File: src/rtl/i2c_slave_pkg.sv
package i2c_slave_pkg;

  localparam int BYTE_W = 8;

  // Bus events derived from the oversampled lines, one cycle wide.
  typedef struct packed {
    logic sclRise;
    logic sclFall;
    logic start;
    logic stop;
    logic sdaBit;
  } busEvt_t;

  // Strobes from the control FSM to the datapath.
  typedef struct packed {
    logic shiftIn;
    logic shiftOut;
    logic loadPtr;
    logic advPtr;
    logic loadTx;
    logic relatch;
    logic clrPtr;
    logic wrStb;
    logic rdStb;
  } dpCmd_t;

  typedef enum logic [2:0] {
    PH_IDLE,
    PH_RX,
    PH_RXACK,
    PH_TX,
    PH_TXACK
  } phase_t;

  typedef enum logic [1:0] {
    BK_ADDR,
    BK_PTR,
    BK_WDATA,
    BK_GCCMD
  } byteKind_t;

endpackage

File: src/rtl/i2c_slave_dp.sv
module i2c_slave_dp
  import i2c_slave_pkg::*;
#(
  parameter int              SYNC_STAGES = 2,
  parameter int              STRAP_W     = 3,
  parameter logic [6:0]      DEV_BASE    = 7'h40,
  parameter logic [BYTE_W-1:0] NOINC_LO  = 8'h60,
  parameter logic [BYTE_W-1:0] NOINC_HI  = 8'h63
) (
  input  logic               clk,
  input  logic               rstN,
  input  logic               sclIn,
  input  logic               sdaIn,
  input  logic [STRAP_W-1:0] strapIn,
  input  logic [BYTE_W-1:0]  regRdData,
  input  dpCmd_t             cmd,
  output busEvt_t            evt,
  output logic               sclLvl,
  output logic [BYTE_W-1:0]  rxByte,
  output logic               txMsb,
  output logic               addrHit,
  output logic               gcHit,
  output logic [BYTE_W-1:0]  ptr
);

  localparam int HI_W = 7 - STRAP_W;

  // ---------------- line synchronisers ----------------
  logic [SYNC_STAGES-1:0] sclPipe;
  logic [SYNC_STAGES-1:0] sdaPipe;

  for (genvar s = 0; s < SYNC_STAGES; s++) begin : g_sync
    if (s == 0) begin : g_first
      always_ff @(posedge clk or negedge rstN) begin
        if (!rstN) begin
          sclPipe[0] <= 1'b1;
          sdaPipe[0] <= 1'b1;
        end else begin
          sclPipe[0] <= sclIn;
          sdaPipe[0] <= sdaIn;
        end
      end
    end else begin : g_next
      always_ff @(posedge clk or negedge rstN) begin
        if (!rstN) begin
          sclPipe[s] <= 1'b1;
          sdaPipe[s] <= 1'b1;
        end else begin
          sclPipe[s] <= sclPipe[s-1];
          sdaPipe[s] <= sdaPipe[s-1];
        end
      end
    end
  end

  logic sdaLvl;
  logic sclPrev;
  logic sdaPrev;

  assign sclLvl = sclPipe[SYNC_STAGES-1];
  assign sdaLvl = sdaPipe[SYNC_STAGES-1];

  always_ff @(posedge clk or negedge rstN) begin
    if (!rstN) begin
      sclPrev <= 1'b1;
      sdaPrev <= 1'b1;
    end else begin
      sclPrev <= sclLvl;
      sdaPrev <= sdaLvl;
    end
  end

  always_comb begin
    evt.sclRise = sclLvl & ~sclPrev;
    evt.sclFall = ~sclLvl & sclPrev;
    evt.start   = sclLvl & sclPrev & sdaPrev & ~sdaLvl;
    evt.stop    = sclLvl & sclPrev & ~sdaPrev & sdaLvl;
    evt.sdaBit  = sdaLvl;
  end

  // ---------------- byte registers and pointer ----------------
  logic [BYTE_W-1:0]  txReg;
  logic [STRAP_W-1:0] devLow;
  logic               strapArm;
  logic               inWin;

  assign inWin = (ptr >= NOINC_LO) && (ptr <= NOINC_HI);

  always_ff @(posedge clk or negedge rstN) begin
    if (!rstN) begin
      rxByte   <= '0;
      txReg    <= '1;
      ptr      <= '0;
      devLow   <= '0;
      strapArm <= 1'b1;
    end else begin
      if (cmd.shiftIn) rxByte <= {rxByte[BYTE_W-2:0], sdaLvl};

      if (cmd.loadTx)        txReg <= regRdData;
      else if (cmd.shiftOut) txReg <= {txReg[BYTE_W-2:0], 1'b1};

      if (cmd.clrPtr)       ptr <= '0;
      else if (cmd.loadPtr) ptr <= rxByte;
      else if (cmd.advPtr)  ptr <= inWin ? ptr : ptr + 1'b1;

      if (strapArm || cmd.relatch) devLow <= strapIn;
      strapArm <= 1'b0;
    end
  end

  assign txMsb   = txReg[BYTE_W-1];
  assign addrHit = (rxByte[BYTE_W-1:1] == {DEV_BASE[6:STRAP_W], devLow});
  assign gcHit   = (rxByte == '0);

  // a pointer inside the window holds when asked to advance
  assert_noinc_hold_R6: assert property (@(posedge clk) disable iff (!rstN)
    (cmd.advPtr && inWin && !cmd.clrPtr && !cmd.loadPtr) |=> (ptr == $past(ptr)));

  // advancing from the top address wraps to zero
  assert_ptr_wrap_R5: assert property (@(posedge clk) disable iff (!rstN)
    (cmd.advPtr && !inWin && !cmd.clrPtr && !cmd.loadPtr && ptr == '1) |=> (ptr == '0));

  logic unusedHi;
  assign unusedHi = (HI_W < 0);

endmodule

File: src/rtl/i2c_slave_ctrl.sv
module i2c_slave_ctrl
  import i2c_slave_pkg::*;
#(
  parameter logic [BYTE_W-1:0] GC_RESET_CMD = 8'h06,
  parameter logic [BYTE_W-1:0] GC_LATCH_CMD = 8'h04
) (
  input  logic              clk,
  input  logic              rstN,
  input  busEvt_t           evt,
  input  logic [BYTE_W-1:0] rxByte,
  input  logic              addrHit,
  input  logic              gcHit,
  input  logic              txMsb,
  output dpCmd_t            cmd,
  output logic              sdaDriveLow,
  output logic              softReset
);

  localparam logic [3:0] BITS_PER_BYTE = 4'(BYTE_W);
  localparam logic [3:0] LAST_TX_BIT   = 4'(BYTE_W - 1);

  phase_t    phase, phaseN;
  phase_t    afterAck, afterAckN;
  byteKind_t kind, kindN;
  logic [3:0] cnt, cntN;
  logic       mAck, mAckN;

  always_comb begin
    cmd       = '0;
    softReset = 1'b0;
    phaseN    = phase;
    afterAckN = afterAck;
    kindN     = kind;
    cntN      = cnt;
    mAckN     = mAck;

    if (evt.start) begin
      phaseN = PH_RX;
      kindN  = BK_ADDR;
      cntN   = '0;
    end else if (evt.stop) begin
      phaseN = PH_IDLE;
    end else begin
      unique case (phase)
        PH_RX: begin
          if (evt.sclRise && cnt < BITS_PER_BYTE) begin
            cmd.shiftIn = 1'b1;
            cntN        = cnt + 4'd1;
          end else if (evt.sclFall && cnt == BITS_PER_BYTE) begin
            cntN   = '0;
            phaseN = PH_RXACK;
            unique case (kind)
              BK_ADDR: begin
                if (addrHit) begin
                  if (rxByte[0]) begin
                    cmd.rdStb  = 1'b1;
                    cmd.loadTx = 1'b1;
                    cmd.advPtr = 1'b1;
                    afterAckN  = PH_TX;
                  end else begin
                    kindN     = BK_PTR;
                    afterAckN = PH_RX;
                  end
                end else if (gcHit) begin
                  kindN     = BK_GCCMD;
                  afterAckN = PH_RX;
                end else begin
                  phaseN = PH_IDLE;
                end
              end
              BK_PTR: begin
                cmd.loadPtr = 1'b1;
                kindN       = BK_WDATA;
                afterAckN   = PH_RX;
              end
              BK_WDATA: begin
                cmd.wrStb  = 1'b1;
                cmd.advPtr = 1'b1;
                afterAckN  = PH_RX;
              end
              BK_GCCMD: begin
                if (rxByte == GC_RESET_CMD) begin
                  softReset   = 1'b1;
                  cmd.relatch = 1'b1;
                  cmd.clrPtr  = 1'b1;
                  afterAckN   = PH_IDLE;
                end else if (rxByte == GC_LATCH_CMD) begin
                  cmd.relatch = 1'b1;
                  afterAckN   = PH_IDLE;
                end else begin
                  phaseN = PH_IDLE;
                end
              end
              default: phaseN = PH_IDLE;
            endcase
          end
        end
        PH_RXACK: begin
          if (evt.sclFall) begin
            phaseN = afterAck;
            cntN   = '0;
          end
        end
        PH_TX: begin
          if (evt.sclFall) begin
            cmd.shiftOut = 1'b1;
            if (cnt == LAST_TX_BIT) begin
              phaseN = PH_TXACK;
              cntN   = '0;
            end else begin
              cntN = cnt + 4'd1;
            end
          end
        end
        PH_TXACK: begin
          if (evt.sclRise) begin
            mAckN = ~evt.sdaBit;
            if (!evt.sdaBit) begin
              cmd.rdStb  = 1'b1;
              cmd.loadTx = 1'b1;
              cmd.advPtr = 1'b1;
            end
          end else if (evt.sclFall) begin
            phaseN = mAck ? PH_TX : PH_IDLE;
            cntN   = '0;
          end
        end
        default: ;
      endcase
    end
  end

  always_ff @(posedge clk or negedge rstN) begin
    if (!rstN) begin
      phase    <= PH_IDLE;
      afterAck <= PH_IDLE;
      kind     <= BK_ADDR;
      cnt      <= '0;
      mAck     <= 1'b0;
    end else begin
      phase    <= phaseN;
      afterAck <= afterAckN;
      kind     <= kindN;
      cnt      <= cntN;
      mAck     <= mAckN;
    end
  end

  assign sdaDriveLow = (phase == PH_RXACK) || (phase == PH_TX && !txMsb);

  // a STOP always leaves the data line released
  assert_release_on_stop_R1: assert property (@(posedge clk) disable iff (!rstN)
    evt.stop |=> !sdaDriveLow);

  // write, read and soft-reset strobes never coincide
  assert_one_strobe_R7: assert property (@(posedge clk) disable iff (!rstN)
    $onehot0({cmd.wrStb, cmd.rdStb, softReset}));

endmodule

File: src/rtl/i2c_reg_slave.sv
module i2c_reg_slave
  import i2c_slave_pkg::*;
#(
  parameter int                SYNC_STAGES  = 2,
  parameter int                STRAP_W      = 3,
  parameter logic [6:0]        DEV_BASE     = 7'h40,
  parameter logic [BYTE_W-1:0] NOINC_LO     = 8'h60,
  parameter logic [BYTE_W-1:0] NOINC_HI     = 8'h63,
  parameter logic [BYTE_W-1:0] GC_RESET_CMD = 8'h06,
  parameter logic [BYTE_W-1:0] GC_LATCH_CMD = 8'h04
) (
  input  logic               clk,
  input  logic               rstN,
  input  logic               sclIn,
  input  logic               sdaIn,
  input  logic [STRAP_W-1:0] strapIn,
  output logic               sdaDriveLow,
  output logic [BYTE_W-1:0]  regAddr,
  output logic [BYTE_W-1:0]  regWrData,
  output logic               regWrEn,
  output logic               regRdEn,
  input  logic [BYTE_W-1:0]  regRdData,
  output logic               softReset
);

  busEvt_t           evt;
  dpCmd_t            cmd;
  logic              sclLvl;
  logic [BYTE_W-1:0] rxByte;
  logic              txMsb;
  logic              addrHit;
  logic              gcHit;
  logic [BYTE_W-1:0] ptr;

  i2c_slave_dp #(
    .SYNC_STAGES(SYNC_STAGES),
    .STRAP_W    (STRAP_W),
    .DEV_BASE   (DEV_BASE),
    .NOINC_LO   (NOINC_LO),
    .NOINC_HI   (NOINC_HI)
  ) u_dp (
    .clk      (clk),
    .rstN     (rstN),
    .sclIn    (sclIn),
    .sdaIn    (sdaIn),
    .strapIn  (strapIn),
    .regRdData(regRdData),
    .cmd      (cmd),
    .evt      (evt),
    .sclLvl   (sclLvl),
    .rxByte   (rxByte),
    .txMsb    (txMsb),
    .addrHit  (addrHit),
    .gcHit    (gcHit),
    .ptr      (ptr)
  );

  i2c_slave_ctrl #(
    .GC_RESET_CMD(GC_RESET_CMD),
    .GC_LATCH_CMD(GC_LATCH_CMD)
  ) u_ctrl (
    .clk        (clk),
    .rstN       (rstN),
    .evt        (evt),
    .rxByte     (rxByte),
    .addrHit    (addrHit),
    .gcHit      (gcHit),
    .txMsb      (txMsb),
    .cmd        (cmd),
    .sdaDriveLow(sdaDriveLow),
    .softReset  (softReset)
  );

  assign regAddr   = ptr;
  assign regWrData = rxByte;
  assign regWrEn   = cmd.wrStb;
  assign regRdEn   = cmd.rdStb;

  // outside START/STOP handling, the drive only moves while SCL is low
  assert_sda_scl_low_R2: assert property (@(posedge clk) disable iff (!rstN)
    (!$stable(sdaDriveLow) && !$past(evt.start) && !$past(evt.stop)) |-> !sclLvl);

endmodule

File: config.mk
export PLATFORM = sky130hd
export DESIGN_NAME = i2c_reg_slave
export DESIGN_NICKNAME = d
export VERILOG_FILES = /design/src/rtl/i2c_slave_pkg.sv /design/src/rtl/i2c_slave_dp.sv /design/src/rtl/i2c_slave_ctrl.sv /design/src/rtl/i2c_reg_slave.sv
export SDC_FILE = /design/constraint.sdc
export NUM_CORES = 1
export LEC_CHECK = 0
export ABC_AREA = 1
export BUFFER_PORTS_ARGS = -buffer_cell sky130_fd_sc_hd__buf_2
export CORE_AREA = 3 3 75 77
export CTS_CLUSTER_SIZE = 25
export DETAILED_ROUTE_END_ITERATION = 7
export DIE_AREA = 0 0 78 80
export PLACE_DENSITY = 0.83
export RECOVER_POWER = 25
export SLEW_MARGIN = 20
export SYNTH_ARGS = -nofsm -noshare
export SYNTH_HDL_FRONTEND = slang
export SYNTH_HIERARCHICAL = 1
export SYNTH_SLANG_ARGS = --single-unit
File: constraint.sdc
create_clock -name clk -period 3.2 [get_ports clk]
set_clock_uncertainty 0.15 [all_clocks]
set_input_delay 0.16 -clock clk [delete_from_list [all_inputs] [get_ports clk]]
set_output_delay 0.16 -clock clk [all_outputs]
set_load 0.005 [all_outputs]
* After elaboration in Yosys (flattened, before gate mapping) *
Index checks and enable logic that the tools add are counted.

operators by class
  order comparisons = 3
  equality and inequality tests = 29
  bitwise operators = 14
  reduce and logical (&&, ||, !) cells = 23
  multiplexer cells = 81
  $add $sub $neg = 2

operators by type and width
  cell                 count
  $mux 3               16
  $mux 8               6
  $mux 2               17
  $mux 4               8
  $mux 1               22
  $ne 4x3->1 const B   5
  $mux 9               2
  $eq 8x3->1 const B   2
  $ne 4x4->1 const B   4
  $pmux 4 s4           1
  $mux 7               2
  $reduce_and 7->1     2
  $pmux 3 s4           1
  $ne 3x3->1 const B   3
  $pmux 3 s3           1
  $add 8x1->8 const B  1
  $ge 8x7->1 const B   1
  $le 8x7->1 const B   1
  $logic_not 8->1      1
  $pmux 2 s2           2
  $reduce_and 8->1     1
  $and 1x1->1          7
  $eq 7x7->1           1
  $not 1->1            7
  other kinds (28)     38

storage, ports and cells
  logic and storage cells = 168
  flip-flop bits (word level) = 47
  output and inout bits = 20

* Longest topological paths before layout *
  depth in word-level cells = 12
  depth in mapped cells = 15
  depth with buffers taken out = 15

* Cells and area by module *
Netlist, hierarchy kept.

by module, submodules not included
  module          times used  cells each  area an instance (um2)
  i2c_slave_dp    1           197         1656.6
  i2c_slave_ctrl  1           201         1238.7

* Worst setup path after synthesis *
Ideal clock, no wire load.

  path type = flip-flop to flip-flop
  start = register u_dp.sdaPipe[1] (netlist: u_dp/sdaLvl)
  end = register u_dp.ptr[4]
  setup slack = 0.925 ns
  stages on the path, launching flop included = 15
  library setup time = 0.116 ns
  path buffers = 1
  data arrival time = 2.009 ns
  cell sequence = dfstp_2 -> inv_1 -> nand2_1 -> nor2_1 -> nor2_2 -> nand2_2 -> nor2_4 -> inv_2 -> nor2_1 -> inv_2 -> clkbuf_8 -> nand3_1 -> o21ai_0 -> nand2_1 -> nand2_1

RTL lines
  item                             RTL line             source
  start, declared                  i2c_slave_dp.sv:30   logic [SYNC_STAGES-1:0] sdaPipe;
  start signal, assigned by index  i2c_slave_dp.sv:50   sdaPipe[s] <= sdaPipe[s-1];
  end signal, assigned             i2c_slave_dp.sv:103  else if (cmd.loadPtr) ptr <= rxByte;
  end signal, assigned             i2c_slave_dp.sv:104  else if (cmd.advPtr) ptr <= inWin ? ptr : ptr + 1'b1;
  end, declared                    i2c_slave_dp.sv:23   output logic [BYTE_W-1:0] ptr

==> results.cfg <==
[status]
status = finished, final reports clean

[grt]
grt_pass1_vias = 2549
grt_first_pass_wirelength_microns = 11380
overflow = 0
grt_use_total_pct = 22.79
antenna_found_initial = 0
grt_max_degree = 47

[clocking]
clk_pin_slew_worst_paths_ns = 0.10
post_cts_buffers = 0
clock_path_buffers = 2
numCtsBuffers = 5
clock-sinks = 46
post_cts_resize_count = 0
cts_hold_buf = 14
cts_root_buffer = clkbuf_8
cts_tree = built
insertion_delay_ns = 0.30
htree_levels = 2

[yosys]
yosysTopAreaCell = dfrtp_1
ys_seq_elements = 46
synth_edf_count = 0
synth_cell_types = 37
syn_area_sq_um = 2895
synth_top_cell_area_share_pct = 26.79
synth_ff_type = dfrtp_1
synth.avg_cell_area_sq_um = 7.275
synth_nets = 423
yosysWarnings = 6
async_flop_share_pct = 100.0
synth_area_leaders = dfrtp_1 27%, nand2_1 15%, dfstp_2 14%, nand3_1 8.3%, inv_1 6.0%
seq_area_frac_synth_pct = 40.41
syn_inst = 398

[power_and_ir_drop]
p_leak_nw = 1.709
internal-power_mw = 1.270
swShare_pct = 37.03
p_comb_share_pct = 33.1
peakVddDrop_mv = 0.3762
power_frac_seq_pct = 42.8
switching_power_uw = 746.5
pwr_density_cell_nw_per_um2 = 596.6
clkPwrFrac_pct = 24.1

[routing]
viasPerCell = 5.224
wl_microns = 6554
routedWlPerCell_microns = 12.65
ant_nets = 0
vias = 2706
drc = 0
drtPass1Iterations = 5
drt_iter0_markers = 269

[place]
dp.cells = 496
gp_congestion = 0.9330
port_buffers = 34
hpwl_microns = 4671

[critical_path]
path_max_fanout = 9
endpoint_kind = output port
crit_start = u_dp/sdaLvl
worst_ep_arrival_time_ns = 2.54
worstRegToRegCells = 12
path_class = flop to output port
worst-path-buf-inv = 2
crit_path_max_incr_delay_ns = 0.57
cp-start-kind = flop
crit_top_cell = nor2_1
rr_startpoint = u_dp/sdaLvl
worstPathRequired_ns = 2.89
crit_family = simple AND/OR/NAND/NOR gates
slowest_stage = dfstp_1
crit_chain = inv_1, nand2_1, nor2_1, nor2_2, nand2_2, nor2_4, nand4_1, nor2_1, buf_2
rrSetupSlack_ns = 0.55
r2r_end = u_dp/ptr[7]

[layout]
utilization_pct = 66.59
multi_input_area_sq_um = 1469
final_layout_size_suffix_gt1_share_pct = 19.87
stdcell_count = 518
syn_to_final_growth_pct = 16.72
fillers = 420
diodes = 0
seq_area_sq_um = 1170
final_nets = 472

[floorplanning]
core_sq_um = 5075
io_pins = 35
start_util_pct = 57.05
rows = 26
fp.dieW_microns = 78
dieArea_sq_um = 6240
fp.dieH_microns = 80

[timing]
rsz0062_at_grt = no
hold_viol = 0
fmax_mhz = 351.5
relSlewSlack_pct = 26.95
setup_viol = 0
whs_ns = 0.2057
maxSlewViolCount = 0
period_share_pct = 88.92
worst_pin_slew_ns = 1.096
finalSetupTns_ns = 0
fin_crit_ns = 2.845

[hold_path]
holdPathStages = 0
min_from = u_dp/sclPipe[0]
min_to = u_dp/sclLvl
hold_path_class = flop to flop

[run]
maxCapViolCount = 0
## kinds of logic (layout without fill, tap and decap cells)
group / Yosys count / count (layout) / share of synthesized area (%)
AO/OA/AOI/OAI: 37 / 37 / 6.958
XOR/XNOR: 3 / 3 / 0.9077
adder cells (fa/ha/maj): 10 / 10 / 4.322
buffers and inverters: 60 / 110 / 8.859
flip-flops: 46 / 46 / 40.41
multiplexers: 3 / 3 / 1.167
other: 1 / 1 / 0.1295
AND/OR/NAND/NOR: 238 / 238 / 37.25
## worst max path at each step
| stage | endpoint | cells past startpoint |
|---|---|---|
| 6_report | softReset | 9 |
| 5_1_grt | softReset | 9 |
| 4_1_cts | softReset | 9 |
| 3_5_place_dp | u_dp/ptr[2] | 12 |
| 3_3_place_gp | u_dp/ptr[3] | 13 |
| 2_1_floorplan | u_dp/ptr[4] | 14 |
## worst register-to-register path, cell delays in order (launching register included)
cell	delay (ns)
dfstp_1	0.57
inv_1	0.07
nand2_1	0.06
nor2_1	0.10
nor2_2	0.34
nand2_2	0.13
nor2_4	0.15
inv_2	0.06
nor2_1	0.32
inv_2	0.21
a21oi_2	0.26
nand3_1	0.11
nand2_1	0.07
## registers in the layout, summed over array words and instances, names as in the netlist
signal and count:
u_dp/rxByte 8, u_ctrl/phase 3, u_ctrl/cnt 4, u_dp/devLow 3, u_dp/ptr 8, u_ctrl/mAck 1
u_dp/sdaPrev 1, u_dp/sclPipe 1, u_ctrl/afterAck 2, u_dp/txReg 8, u_dp/sdaPipe 1, u_dp/strapArm 1
u_dp/sdaLvl 1, u_dp/sclLvl 1, u_dp/sclPrev 1, u_ctrl/kind 2
## cell type report
cell class              count  share of cell area, %
multi-input cells         292                  43.47
repair buffers             50                  9.626
flip-flops and latches     46                  34.62
inverters                  52                  5.776
clock inverters             2                  1.148
clock buffers               6                  2.777
well taps                  70                  2.592
## cell usage in the layout, fill, tap and decap left out, types with 2 or more instances in the layout
cell type	count
ha_1	10
inv_2	5
inv_1	46
o21ai_0	19
buf_2	33
dfrtp_1	31
nand3_1	48
xor2_1	2
clkbuf_8	5
nor3_1	5
dlygate4sd3_1	14
nor2_2	10
a21oi_1	6
nand2_1	117
buf_4	2
nand3_2	3
nand2_2	7
o21ai_1	5
o211ai_1	2
o21bai_1	2
dfstp_1	2
nand4_1	7
nor2_1	35
mux2_2	3
dfstp_2	13
## through the flow
stage	area, sq um	total power, mW	setup WS, ns
after floorplan	2895	1.337	0.9247
after global placement	3107	1.498	0.7787
after detailed placement	3107	1.517	0.6357
after CTS	3379	2.025	0.3876
after global routing	3379	2.181	0.1778
final	3379	2.016	0.3547
## synth_stat cells, types with 2 or more instances
cell      count
nand2_2       7
inv_1        46
a21oi_1       6
o21ai_1       5
o21bai_1      2
buf_4         3
nand2_1     117
nor2_1       35
o211ai_1      2
o21ai_0      19
ha_1         10
nor3_1        5
xor2_1        2
dfrtp_1      31
nor2_2       10
nand4_1       7
mux2_2        3
buf_2         2
nand3_2       3
dfstp_2      15
nand3_1      48
inv_2         5
## power by group through the flow
stage | clock, mW | sequential [mW] | combinational [mW]
after floorplan | 0 | 0.832 | 0.504
after CTS | 0.498 | 0.864 | 0.664
after global placement | 0 | 0.868 | 0.630
after global routing | 0.518 | 0.887 | 0.777
final | 0.485 | 0.864 | 0.668
after detailed placement | 0 | 0.872 | 0.645
## routing by layer
layer	wire length (microns)	GRT usage, %	vias to the layer above
met3	354	3.950	8
li1	-	-	1365
met2	3138	36.99	103
met1	2946	30.69	1230
met4	114	8.217	0
met5	0	0	-
(Power assumes the default switching activity.)
